### src/rtl/br_pkg.sv
package br_pkg;
  typedef enum logic [1:0] {
    BR_NONE = 2'd0,
    BR_EQ   = 2'd1,
    BR_NE   = 2'd2,
    BR_RSVD = 2'd3
  } br_kind_e;

  localparam int unsigned NUM_OPND = 2;
endpackage

### src/rtl/br_opnd_fwd.sv
module br_opnd_fwd #(
  parameter int unsigned XLEN = 32,
  parameter int unsigned RIDX = 5
) (
  input  logic [RIDX-1:0] idx_i,
  input  logic [XLEN-1:0] rf_val_i,
  input  logic            mem_wen_i,
  input  logic            mem_load_i,
  input  logic [RIDX-1:0] mem_rd_i,
  input  logic [XLEN-1:0] mem_val_i,
  input  logic            wb_wen_i,
  input  logic [RIDX-1:0] wb_rd_i,
  input  logic [XLEN-1:0] wb_val_i,
  output logic [XLEN-1:0] val_o
);
  logic idx_live, mem_hit, wb_hit;

  always_comb begin
    idx_live = (idx_i != '0);
    mem_hit  = idx_live && mem_wen_i && !mem_load_i && (mem_rd_i == idx_i);
    wb_hit   = idx_live && wb_wen_i && (wb_rd_i == idx_i);
    if (mem_hit)     val_o = mem_val_i;
    else if (wb_hit) val_o = wb_val_i;
    else             val_o = rf_val_i;
  end
endmodule

### src/rtl/br_hazard.sv
module br_hazard #(
  parameter int unsigned RIDX = 5,
  parameter int unsigned NSRC = 2
) (
  input  logic [NSRC-1:0][RIDX-1:0] src_idx_i,
  input  logic                      ex_wen_i,
  input  logic [RIDX-1:0]           ex_rd_i,
  input  logic                      mem_wen_i,
  input  logic                      mem_load_i,
  input  logic [RIDX-1:0]           mem_rd_i,
  output logic                      busy_o
);
  logic [NSRC-1:0] src_busy;

  for (genvar g = 0; g < NSRC; g++) begin : g_src
    logic live, ex_hit, ld_hit;
    always_comb begin
      live   = (src_idx_i[g] != '0);
      // execute result only exists after this cycle
      ex_hit = live && ex_wen_i && (ex_rd_i == src_idx_i[g]);
      // load data only exists after the memory stage
      ld_hit = live && mem_wen_i && mem_load_i && (mem_rd_i == src_idx_i[g]);
      src_busy[g] = ex_hit || ld_hit;
    end
  end

  assign busy_o = |src_busy;
endmodule

### src/rtl/br_decide.sv
module br_decide
  import br_pkg::*;
#(
  parameter int unsigned XLEN = 32
) (
  input  br_kind_e        kind_i,
  input  logic [XLEN-1:0] opnd_a_i,
  input  logic [XLEN-1:0] opnd_b_i,
  input  logic [XLEN-1:0] pc_plus4_i,
  input  logic [XLEN-1:0] offset_i,
  output logic            taken_o,
  output logic [XLEN-1:0] target_o
);
  logic same;

  always_comb begin
    same = (opnd_a_i == opnd_b_i);
    unique case (kind_i)
      BR_EQ:   taken_o = same;
      BR_NE:   taken_o = !same;
      default: taken_o = 1'b0;
    endcase
    target_o = pc_plus4_i + {offset_i[XLEN-3:0], 2'b00};
  end
endmodule

### src/rtl/br_resolve_unit.sv
module br_resolve_unit
  import br_pkg::*;
#(
  parameter int unsigned XLEN = 32,
  parameter int unsigned RIDX = 5
) (
  input  logic            clk_i,
  input  logic            rst_ni,
  input  logic [1:0]      br_kind_i,
  input  logic [XLEN-1:0] pc_plus4_i,
  input  logic [XLEN-1:0] offset_i,
  input  logic [RIDX-1:0] rs_idx_i,
  input  logic [RIDX-1:0] rt_idx_i,
  input  logic [XLEN-1:0] rs_val_i,
  input  logic [XLEN-1:0] rt_val_i,
  input  logic            ex_wen_i,
  input  logic [RIDX-1:0] ex_rd_i,
  input  logic            mem_wen_i,
  input  logic            mem_load_i,
  input  logic [RIDX-1:0] mem_rd_i,
  input  logic [XLEN-1:0] mem_alu_res_i,
  input  logic            wb_wen_i,
  input  logic [RIDX-1:0] wb_rd_i,
  input  logic [XLEN-1:0] wb_val_i,
  output logic [XLEN-1:0] next_pc_o,
  output logic            pc_sel_o,
  output logic            stall_o
);
  br_kind_e kind;
  logic [NUM_OPND-1:0][RIDX-1:0] opnd_idx;
  logic [NUM_OPND-1:0][XLEN-1:0] opnd_rf, opnd_val;
  logic            is_branch, active, busy, resolve, taken;
  logic            slot_q;
  logic [XLEN-1:0] target;

  assign kind        = br_kind_e'(br_kind_i);
  assign opnd_idx[0] = rs_idx_i;
  assign opnd_idx[1] = rt_idx_i;
  assign opnd_rf[0]  = rs_val_i;
  assign opnd_rf[1]  = rt_val_i;

  for (genvar g = 0; g < NUM_OPND; g++) begin : g_fwd
    br_opnd_fwd #(.XLEN(XLEN), .RIDX(RIDX)) i_fwd (
      .idx_i      (opnd_idx[g]),
      .rf_val_i   (opnd_rf[g]),
      .mem_wen_i  (mem_wen_i),
      .mem_load_i (mem_load_i),
      .mem_rd_i   (mem_rd_i),
      .mem_val_i  (mem_alu_res_i),
      .wb_wen_i   (wb_wen_i),
      .wb_rd_i    (wb_rd_i),
      .wb_val_i   (wb_val_i),
      .val_o      (opnd_val[g])
    );
  end

  br_hazard #(.RIDX(RIDX), .NSRC(NUM_OPND)) i_hazard (
    .src_idx_i  (opnd_idx),
    .ex_wen_i   (ex_wen_i),
    .ex_rd_i    (ex_rd_i),
    .mem_wen_i  (mem_wen_i),
    .mem_load_i (mem_load_i),
    .mem_rd_i   (mem_rd_i),
    .busy_o     (busy)
  );

  br_decide #(.XLEN(XLEN)) i_decide (
    .kind_i     (kind),
    .opnd_a_i   (opnd_val[0]),
    .opnd_b_i   (opnd_val[1]),
    .pc_plus4_i (pc_plus4_i),
    .offset_i   (offset_i),
    .taken_o    (taken),
    .target_o   (target)
  );

  always_comb begin
    is_branch = (kind == BR_EQ) || (kind == BR_NE);
    // delay-slot instruction is never treated as a branch
    active    = is_branch && !slot_q;
    stall_o   = active && busy;
    resolve   = active && !busy;
    pc_sel_o  = resolve && taken;
    next_pc_o = pc_sel_o ? target : pc_plus4_i;
  end

  always_ff @(posedge clk_i or negedge rst_ni) begin
    if (!rst_ni) slot_q <= 1'b0;
    else         slot_q <= resolve;
  end
endmodule

### config.mk
export PLATFORM = sky130hd
export DESIGN_NAME = br_resolve_unit
export DESIGN_NICKNAME = d
export VERILOG_FILES = /design/src/rtl/br_pkg.sv /design/src/rtl/br_opnd_fwd.sv /design/src/rtl/br_hazard.sv /design/src/rtl/br_decide.sv /design/src/rtl/br_resolve_unit.sv
export SDC_FILE = /design/constraint.sdc
export NUM_CORES = 1
export LEC_CHECK = 0
export CORE_MARGIN = 5
export CORE_UTILIZATION = 44
export CTS_CLUSTER_SIZE = 28
export DETAILED_ROUTE_END_ITERATION = 16
export PLACE_DENSITY = 0.87
export SKIP_CTS_REPAIR_TIMING = 1
export SYNTH_ARGS = -nofsm -noshare
export SYNTH_HDL_FRONTEND = slang
export SYNTH_SLANG_ARGS = --single-unit
### constraint.sdc
create_clock -name clk_i -period 12.85 [get_ports clk_i]
set_clock_uncertainty 0.05 [all_clocks]
set_input_delay 1.285 -clock clk_i [delete_from_list [all_inputs] [get_ports clk_i]]
set_output_delay 1.285 -clock clk_i [all_outputs]
set_load 0.005 [all_outputs]
Yosys cells after proc, flatten, opt, wreduce, memory -nomap -nowiden
Cells that the tools add are included.
{"block": "totals", "elab_cells": 49, "output_inout_bits": 34, "regBits": 1}
{"block": "op_classes", "n_reduce_logical": 32, "n_addsub": 1, "eq_ne": 9, "n_mux": 6}
{"cell": "$mux 32", "n": 5}
{"cell": "$add 32x32->32", "n": 1}
{"cell": "$eq 32x32->1", "n": 1}
{"cell": "$eq 5x5->1", "n": 6}
{"cell": "$logic_and 1x1->1", "n": 22}
{"cell": "$reduce_bool 5->1", "n": 2}
{"cell": "$logic_not 1->1", "n": 4}
{"cell": "$logic_or 1x1->1", "n": 3}
{"cell": "$eq 2x1->1 const B", "n": 1}
{"cell": "$eq 2x2->1 const B", "n": 1}
{"cell": "$pmux 1 s2", "n": 1}
{"cell": "$reduce_or 2->1", "n": 1}

Logic depth before layout (Yosys ltp)
Gate-level depths: netlist (run 1).
{"block": "depth", "ltp_word": 10, "mapped_depth": 14, "ltp_nobuf": 13}

Hierarchy
A second synthesis (run 1) with hierarchy kept.
{"block": "unflattened", "cells_unflattened": 697, "hier_area_um2": 4830.9}
{"mod": "br_opnd_fwd", "seq_area_each_um2": 0.0, "instances": 2, "area_per_inst_um2": 1017.2, "cells_each": 174}
{"mod": "br_decide", "seq_area_each_um2": 0.0, "instances": 1, "area_per_inst_um2": 1950.6, "cells_each": 272}
{"mod": "br_resolve_unit", "seq_area_each_um2": 25.0, "instances": 1, "area_per_inst_um2": 580.6, "cells_each": 44}
{"mod": "br_hazard", "seq_area_each_um2": 0.0, "instances": 1, "area_per_inst_um2": 265.3, "cells_each": 33}

Least setup slack after synthesis (run 1)
OpenSTA, ideal clock, no wires.
{"block": "synth_path", "path_kind": "input port to output port", "start": "in rs_idx_i[3]", "end": "out next_pc_o[10]", "setup_slack_ps": 7030, "stages": 14, "arrival_ps": 4485, "path_buffers": 4, "path_cell_list": "buf_4 > xor2_1 > nor4b_2 > buf_2 > buf_1 > nand3_1 > a31oi_1 > xor2_1 > nor4_2 > o221ai_2 > a2111oi_4 > mux2i_1 > buf_6 > mux2_4"}
{"block": "synth_via", "elab_chain_cells": 10}
{"element": "start: declaration", "line_no": "br_resolve_unit.sv:12", "rtl": "input logic [RIDX-1:0] rs_idx_i,"}
{"element": "$reduce_bool 5->1", "line_no": "br_opnd_fwd.sv:19, br_hazard.sv:18"}
{"element": "$logic_and 1x1->1 (on tied branches) (2 in series)", "line_no": "br_opnd_fwd.sv:21, br_opnd_fwd.sv:20, br_hazard.sv:22"}
{"element": "$mux 32 (tied with other cells)", "line_no": "br_opnd_fwd.sv:23", "rtl": "else if (wb_hit) val_o = wb_val_i;"}
{"element": "$mux 32 / $logic_or 1x1->1 (equally long branches)", "line_no": "br_opnd_fwd.sv:22, br_hazard.sv:23"}
{"element": "$eq 32x32->1 / $reduce_or 2->1 (equally long branches)", "line_no": "br_decide.sv:17, br_hazard.sv:27"}
{"element": "$logic_not 1->1 (on tied branches)", "line_no": "br_decide.sv:20, br_resolve_unit.sv:82"}
{"element": "$pmux 1 s2 / $logic_and 1x1->1 (equally long branches)", "line_no": "br_decide.sv:18, br_resolve_unit.sv:82"}
{"element": "$logic_and 1x1->1 (*)", "line_no": "br_resolve_unit.sv:83", "rtl": "pc_sel_o = resolve && taken;"}
{"element": "$mux 32 (*)", "line_no": "br_resolve_unit.sv:84", "rtl": "next_pc_o = pc_sel_o ? target : pc_plus4_i;"}
{"element": "end: declaration", "line_no": "br_resolve_unit.sv:25", "rtl": "output logic [XLEN-1:0] next_pc_o,"}
Mark *: on every way between the ends. The rest lies on a longest branch, timed or not.

Worst setup path after layout (run 1)
{"block": "layout_path", "start": "in rs_idx_i[2]", "end": "out next_pc_o[3]"}
Same word-level chain as after synthesis.

==> flow_summary.yaml, run 1 <==
detailed_routing:
  route.vias.total: 6478
  final_routed_drc_violation_total: 0
  wl_per_cell_um: 19.4
  final_antenna_net_count: 0
  initialDrtViolationCount: 650
  routed_wirelength_mm: 19.9
  first_pass_iters: 6
  post_drt_via_cell_ratio: 6.32
critical_path:
  crit_chain: "clkdlybuf4s50_1 -> or4_4 -> nor2_4 -> or3_1 -> a31oi_1 -> xor2_1 -> nor4_2 -> o221ai_2 -> a2111oi_4 -> mux2i_4 -> buf_4 -> mux2i_1 -> clkdlybuf4s50_1"
  crit_buf_inv: 3
  crit_start: "rs_idx_i[2]"
  cp_top_family: "simple AND/OR/NAND/NOR gates"
  cp.depth: 13
  worstPathRequired_ns: 11.52
  timing.critical_path.slowest_cell_delay_ns: 1.00
  rrSetupSlack_ns: 11.98
  path_common_cell: "clkdlybuf4s50_1"
  startpoint_of_the_lowest_slack_register_to_register_path: "slot_q"
  slowest_stage: "or3_1"
  critPathLaunchType: "input port"
  critical_path_peak_fanout: 31
  worst_r2r_path_depth: 1
  end_kind: "primary output"
  worst-setup-path-type: "in2out"
  worst_ep_arrival_time_ns: 7.15
die:
  floorplan.die.height_um: 114
  dieWidth_um: 114
  start_util: 0.444
  die_area_mm2: 0.0130
  core.rowCount: 38
  num_io_pins: 259
  core_area_mm2: 0.0107
synthesis:
  synth_fp_nets: 933
  synth_sequential_area_ratio: 0.00525
  yosysWarningCount: 0
  synth_top_area_cells: "ha_1, xnor2_1, mux2_4"
  post-synth-top-count-cell: "nand3_1"
  synth.ff_latch_count: 1
  yosys.area.top_type: "ha_1"
  yosys.area.top_type_share: 0.0814
  synthTopCellsByCount: "nand3_1, nor4_1, a31oi_1"
  synthArstFlopShare: 1.00
  synth_enable_flop_cells: 0
  ys_types: 66
  netlist_instances: 676
  synth.avg_cell_area_um2: 7.05
  dominantRegCellSynth: "dfrtp_1"
  syn_area_mm2: 0.00477
placed_design:
  pre_cts_slack_ns: 4.41
  placement.io_buffers: 252
  gp_routability_congestion: 0.940
  cell_count_after_placement: 1024
  hpwl_mm: 15.0
finish:
  largest_register_ff_count: 1
  finish.cell_count_without_fillers: 1025
  nets: 1143
  ff_latch_area_um2: 25.0
  layout-area-overhead-vs-synth_pct: 52.5
  utilization: 0.677
  multi_input_area_mm2: 0.00440
  max_flop_register: "slot_q"
  num-fill-cells: 965
  biggestRegsByFlops: "slot_q: 1 flops"
  drive_gt1_frac: 0.0577
timing:
  final-setup-viol-count: 0
  fin_tns_setup_ns: 0
  fin_crit_sh: 0.660
  report.final.slew_viol_count: 0
  hold_viol: 0
  fin_hold_ws_ns: 0.408
  slew-limit-headroom: 0.218
  rsz0062_at_grt: "no"
  final.min_clock_period_ns: 8.48
  final.setup.worst_slack_ns: 4.37
  fmaxAchievable_mhz: 118
  worst_slew_pin_slew_ns: 1.17
worst_hold_path:
  class_of_the_most_critical_hold_timing_path: "reg2reg"
  hold-path-cell-count: 1
  hold_path.startpoint: "slot_q"
power:
  power-per-cell-area_mw_per_mm2: 38.2
  leakagePower_nw: 2.82
  vdd_drop_max_uv: 38.1
clock_network:
  clk-insertion-delay-late_ns: 0
  path_clk_slew_ns: 0
grt:
  grt_start_max_net_pins: 34
  gr-total-overflow: 0
  antenna_found_initial: 1
  gr-usage-all-layers: 0.280
  wire_length_of_the_first_global_routing_pass_mm: 30.9
  grt_pass1_vias: 6248
status:
  run_status: "finished clean"
run:
  drv_cap: 0
==> final timing paths <==
check / to
max: next_pc_o[3]
min: slot_q
max reg2reg: slot_q
min reg2reg: slot_q
max in group asynchronous: slot_q
min in group asynchronous: slot_q
==> routing by layer <==
layer | vias to the layer above | routed length (um) | global-route usage
met5 | - | 0 | 0
met4 | 0 | 909 | 0.102
met3 | 80 | 2110 | 0.0613
met2 | 410 | 9320 | 0.475
met1 | 2934 | 7550 | 0.347
li1 | 3054 | - | -
==> cell usage in the layout, fill, tap and decap left out, drive strengths merged, types with 6 or more instances in the layout <==
cell and n:
mux2i 17, nand3 67, ha 31, nor4 55
a21o 14, nor3 8, inv 20, xnor2 42
o21ai 65, nor2 18, xor2 41, mux2 24
buf 9, o21bai 7, clkdlybuf4s50 252, nand4 7
a211o 6, o211ai 8, and3 6, a21oi 41
a31oi 47, nand2 31
==> cell families (layout without fill, tap and decap cells) <==
group,count (synthesis),after routing,synth area share
simple gates,216,216,0.257
mux,41,41,0.111
other cells,0,1,0
compound gates,230,230,0.312
xor+xnor,83,83,0.152
fa+ha+maj,32,32,0.0856
buf+inv,73,281,0.0759
flops,1,1,0.00525
==> report_power, final <==
part / internal, mW / leakage, nW / switching, mW
Combinational: 0.147 / 2.80 / 0.127
Clock: 0.0000000104 / 0.00000634 / 0
Sequential: 0.00371 / 0.0125 / 0.000242
Total: 0.150 / 2.82 / 0.127
==> through the flow <==
| stage | area [um2] | power, mW |
|---|---|---|
| after global routing | 7270 | 0.298 |
| after global placement | 7270 | 0.269 |
| after CTS | 7270 | 0.275 |
| after floorplan | 4770 | 0.153 |
| final | 7270 | 0.278 |
| after detailed placement | 7270 | 0.272 |
==> layout make-up <==
type                    instances  area share
multi-input cells             602       0.606
repair buffers                261       0.356
well taps                     140      0.0241
inverters                      20      0.0103
flip-flops and latches          1     0.00344
diodes                          1    0.000344
Power figures use the tool's default switching activity.
==> run 2: changes to the inputs <==
--- a/config.mk
+++ b/config.mk
@@ -6,10 +6,10 @@
 export NUM_CORES = 1
 export LEC_CHECK = 0
 export CORE_MARGIN = 5
-export CORE_UTILIZATION = 44
+export CORE_UTILIZATION = 37
 export CTS_CLUSTER_SIZE = 28
 export DETAILED_ROUTE_END_ITERATION = 16
-export PLACE_DENSITY = 0.87
+export PLACE_DENSITY = 0.78
 export SKIP_CTS_REPAIR_TIMING = 1
 export SYNTH_ARGS = -nofsm -noshare
 export SYNTH_HDL_FRONTEND = slang
==> constraint.sdc (replaced) <==
create_clock -name clk_i -period 6.85 [get_ports clk_i]
set_clock_uncertainty 0.05 [all_clocks]
set_input_delay 0.685 -clock clk_i [delete_from_list [all_inputs] [get_ports clk_i]]
set_output_delay 0.685 -clock clk_i [all_outputs]
set_load 0.005 [all_outputs]
==> run 2 against run 1 <==
First-iteration DRC count up 22%; cell count is 4.1% higher; setup slack worse by 3.9 ns; critical endpoint is now next_pc_o[30]; largest cell class unchanged.
==> flow_summary.yaml, run 2 (same netlist as run 1, synthesis figures left out) <==
critical_path:
  crit_chain: "clkdlybuf4s50_1 -> or4_4 -> o211a_1 -> nand2_2 -> mux2i_1 -> xor2_1 -> o21ai_0 -> o221ai_2 -> a2111oi_4 -> mux2i_4 -> buf_12 -> mux2_4 -> clkdlybuf4s50_1"
  crit_buf_inv: 3
  rrSetupSlack_ns: 6.01
  path_common_cell: "clkdlybuf4s50_1"
  r2r-end: "slot_q"
  timing.critical_path.slowest_cell_delay_ns: 0.62
  worst_ep_arrival_time_ns: 5.64
  worstPathRequired_ns: 6.11
  critPathLaunchType: "input port"
  startpoint_of_the_lowest_slack_register_to_register_path: "slot_q"
  crit_start: "rs_idx_i[2]"
  cp.depth: 13
  cp_top_family: "compound AO/OA/AOI/OAI gates"
  end_kind: "primary output"
  critical_path_peak_fanout: 30
  worst_setup_path_endpoint: "next_pc_o[30]"
  worst-setup-path-type: "in2out"
  worst_r2r_path_depth: 1
  slowest_stage: "or4_4"
timing:
  report.final.slew_viol_count: 0
  slew-limit-headroom: 0.318
  fin_crit_sh: 0.930
  worst_slew_pin_slew_ns: 1.02
  hold_viol: 0
  fin_tns_setup_ns: 0
  rsz0062_at_grt: "no"
  fmaxAchievable_mhz: 157
  final-setup-viol-count: 0
  final.min_clock_period_ns: 6.37
power:
  leakagePower_nw: 2.87
  comb_power_share: 0.986
  p_switching_uw: 238
  intPower_uw: 288
  totalPowerFinal_uw: 526
  seq_power_share: 0.014
  clockPowerShare: 0
  vdd_drop_max_uv: 63.4
  switching_share: 0.452
  power-per-cell-area_mw_per_mm2: 71.0
finish:
  biggestRegsByFlops: "slot_q: 1 flops"
  layout-area-overhead-vs-synth_pct: 55.3
  diode_count: 0
  largest_register_ff_count: 1
  most-common-layout-cells: "clkdlybuf4s50_1, nand3_1, nor4_1"
  max_flop_register: "slot_q"
  nets: 1154
  most_common_library_cell_in_the_layout_ignoring_fill_and_taps: "clkdlybuf4s50_1"
  drive_gt1_frac: 0.0693
  ff_latch_area_um2: 25.0
  num-fill-cells: 1239
  multi_input_area_mm2: 0.00440
worst_hold_path:
  class_of_the_most_critical_hold_timing_path: "reg2reg"
detailed_routing:
  post_drt_via_cell_ratio: 6.00
  initialDrtViolationCount: 790
  routed_wirelength_mm: 20.3
  final_routed_drc_violation_total: 0
  route.vias.total: 6401
  wl_per_cell_um: 19.0
  final_antenna_net_count: 0
  first_pass_iters: 5
run:
  drv_cap: 0
grt:
  antenna_found_initial: 0
  grt_pass1_vias: 6138
  gr-usage-all-layers: 0.248
  wire_length_of_the_first_global_routing_pass_mm: 31.1
  gr-total-overflow: 0
  grt_start_max_net_pins: 33
placed_design:
  hpwl_mm: 15.8
  gp_routability_congestion: 0.899
  placement.io_buffers: 252
clock_network:
  clk-insertion-delay-late_ns: 0
  path_clk_slew_ns: 0
die:
  core_area_mm2: 0.0126
  start_util: 0.378
  num_io_pins: 259
  die_area_mm2: 0.0153
  dieWidth_um: 124
  floorplan.die.height_um: 124
  core.rowCount: 41
status:
  run_status: "finished clean"
==> run 2: final cells by class <==
class | instances | share of cell area
flip-flops and latches | 1 | 0.00338
inverters | 20 | 0.0101
well taps | 172 | 0.0291
repair buffers | 272 | 0.363
multi-input cells | 602 | 0.595
==> run 2: how the worst min path moves through the flow <==
stage | end | from | slack, ns | cells past startpoint
after floorplan | slot_q | rst_ni | 0.34 | 0
final | slot_q | slot_q | 0.40 | 1
after global routing | slot_q | slot_q | 0.46 | 1
after CTS | slot_q | slot_q | 0.41 | 1
after detailed placement | slot_q | slot_q | 0.41 | 1
after global placement | slot_q | slot_q | 0.40 | 1
==> run 2: power groups by stage <==
stage | clock [mW] | combinational [mW] | sequential (mW)
after global routing | 0 | 0.561 | 0.00764
after CTS | 0 | 0.516 | 0.00743
final | 0 | 0.518 | 0.00742
after detailed placement | 0 | 0.512 | 0.00744
after floorplan | 0 | 0.279 | 0.00733
after global placement | 0 | 0.508 | 0.00741
==> run 2: through the flow <==
step | hold slack (ns) | cells | cell area (um2) | utilization | setup WS [ns]
after global routing | 0.459 | 1067 | 7400 | 0.587 | 0.225
after detailed placement | 0.407 | 1067 | 7400 | 0.587 | 0.446
after floorplan | 0.339 | 676 | 4770 | - | 2.23
final | 0.402 | 1067 | 7400 | 0.587 | 0.480
after global placement | 0.400 | 1067 | 7400 | 0.587 | 0.460
after CTS | 0.406 | 1067 | 7400 | 0.587 | 0.440
==> run 2: layer usage <==
layer	global-route usage	vias up	routed length, um
met5	0	-	0
met4	0.0768	0	839
met3	0.0494	52	2230
met2	0.431	384	9360
met1	0.307	2903	7880
li1	-	3062	-
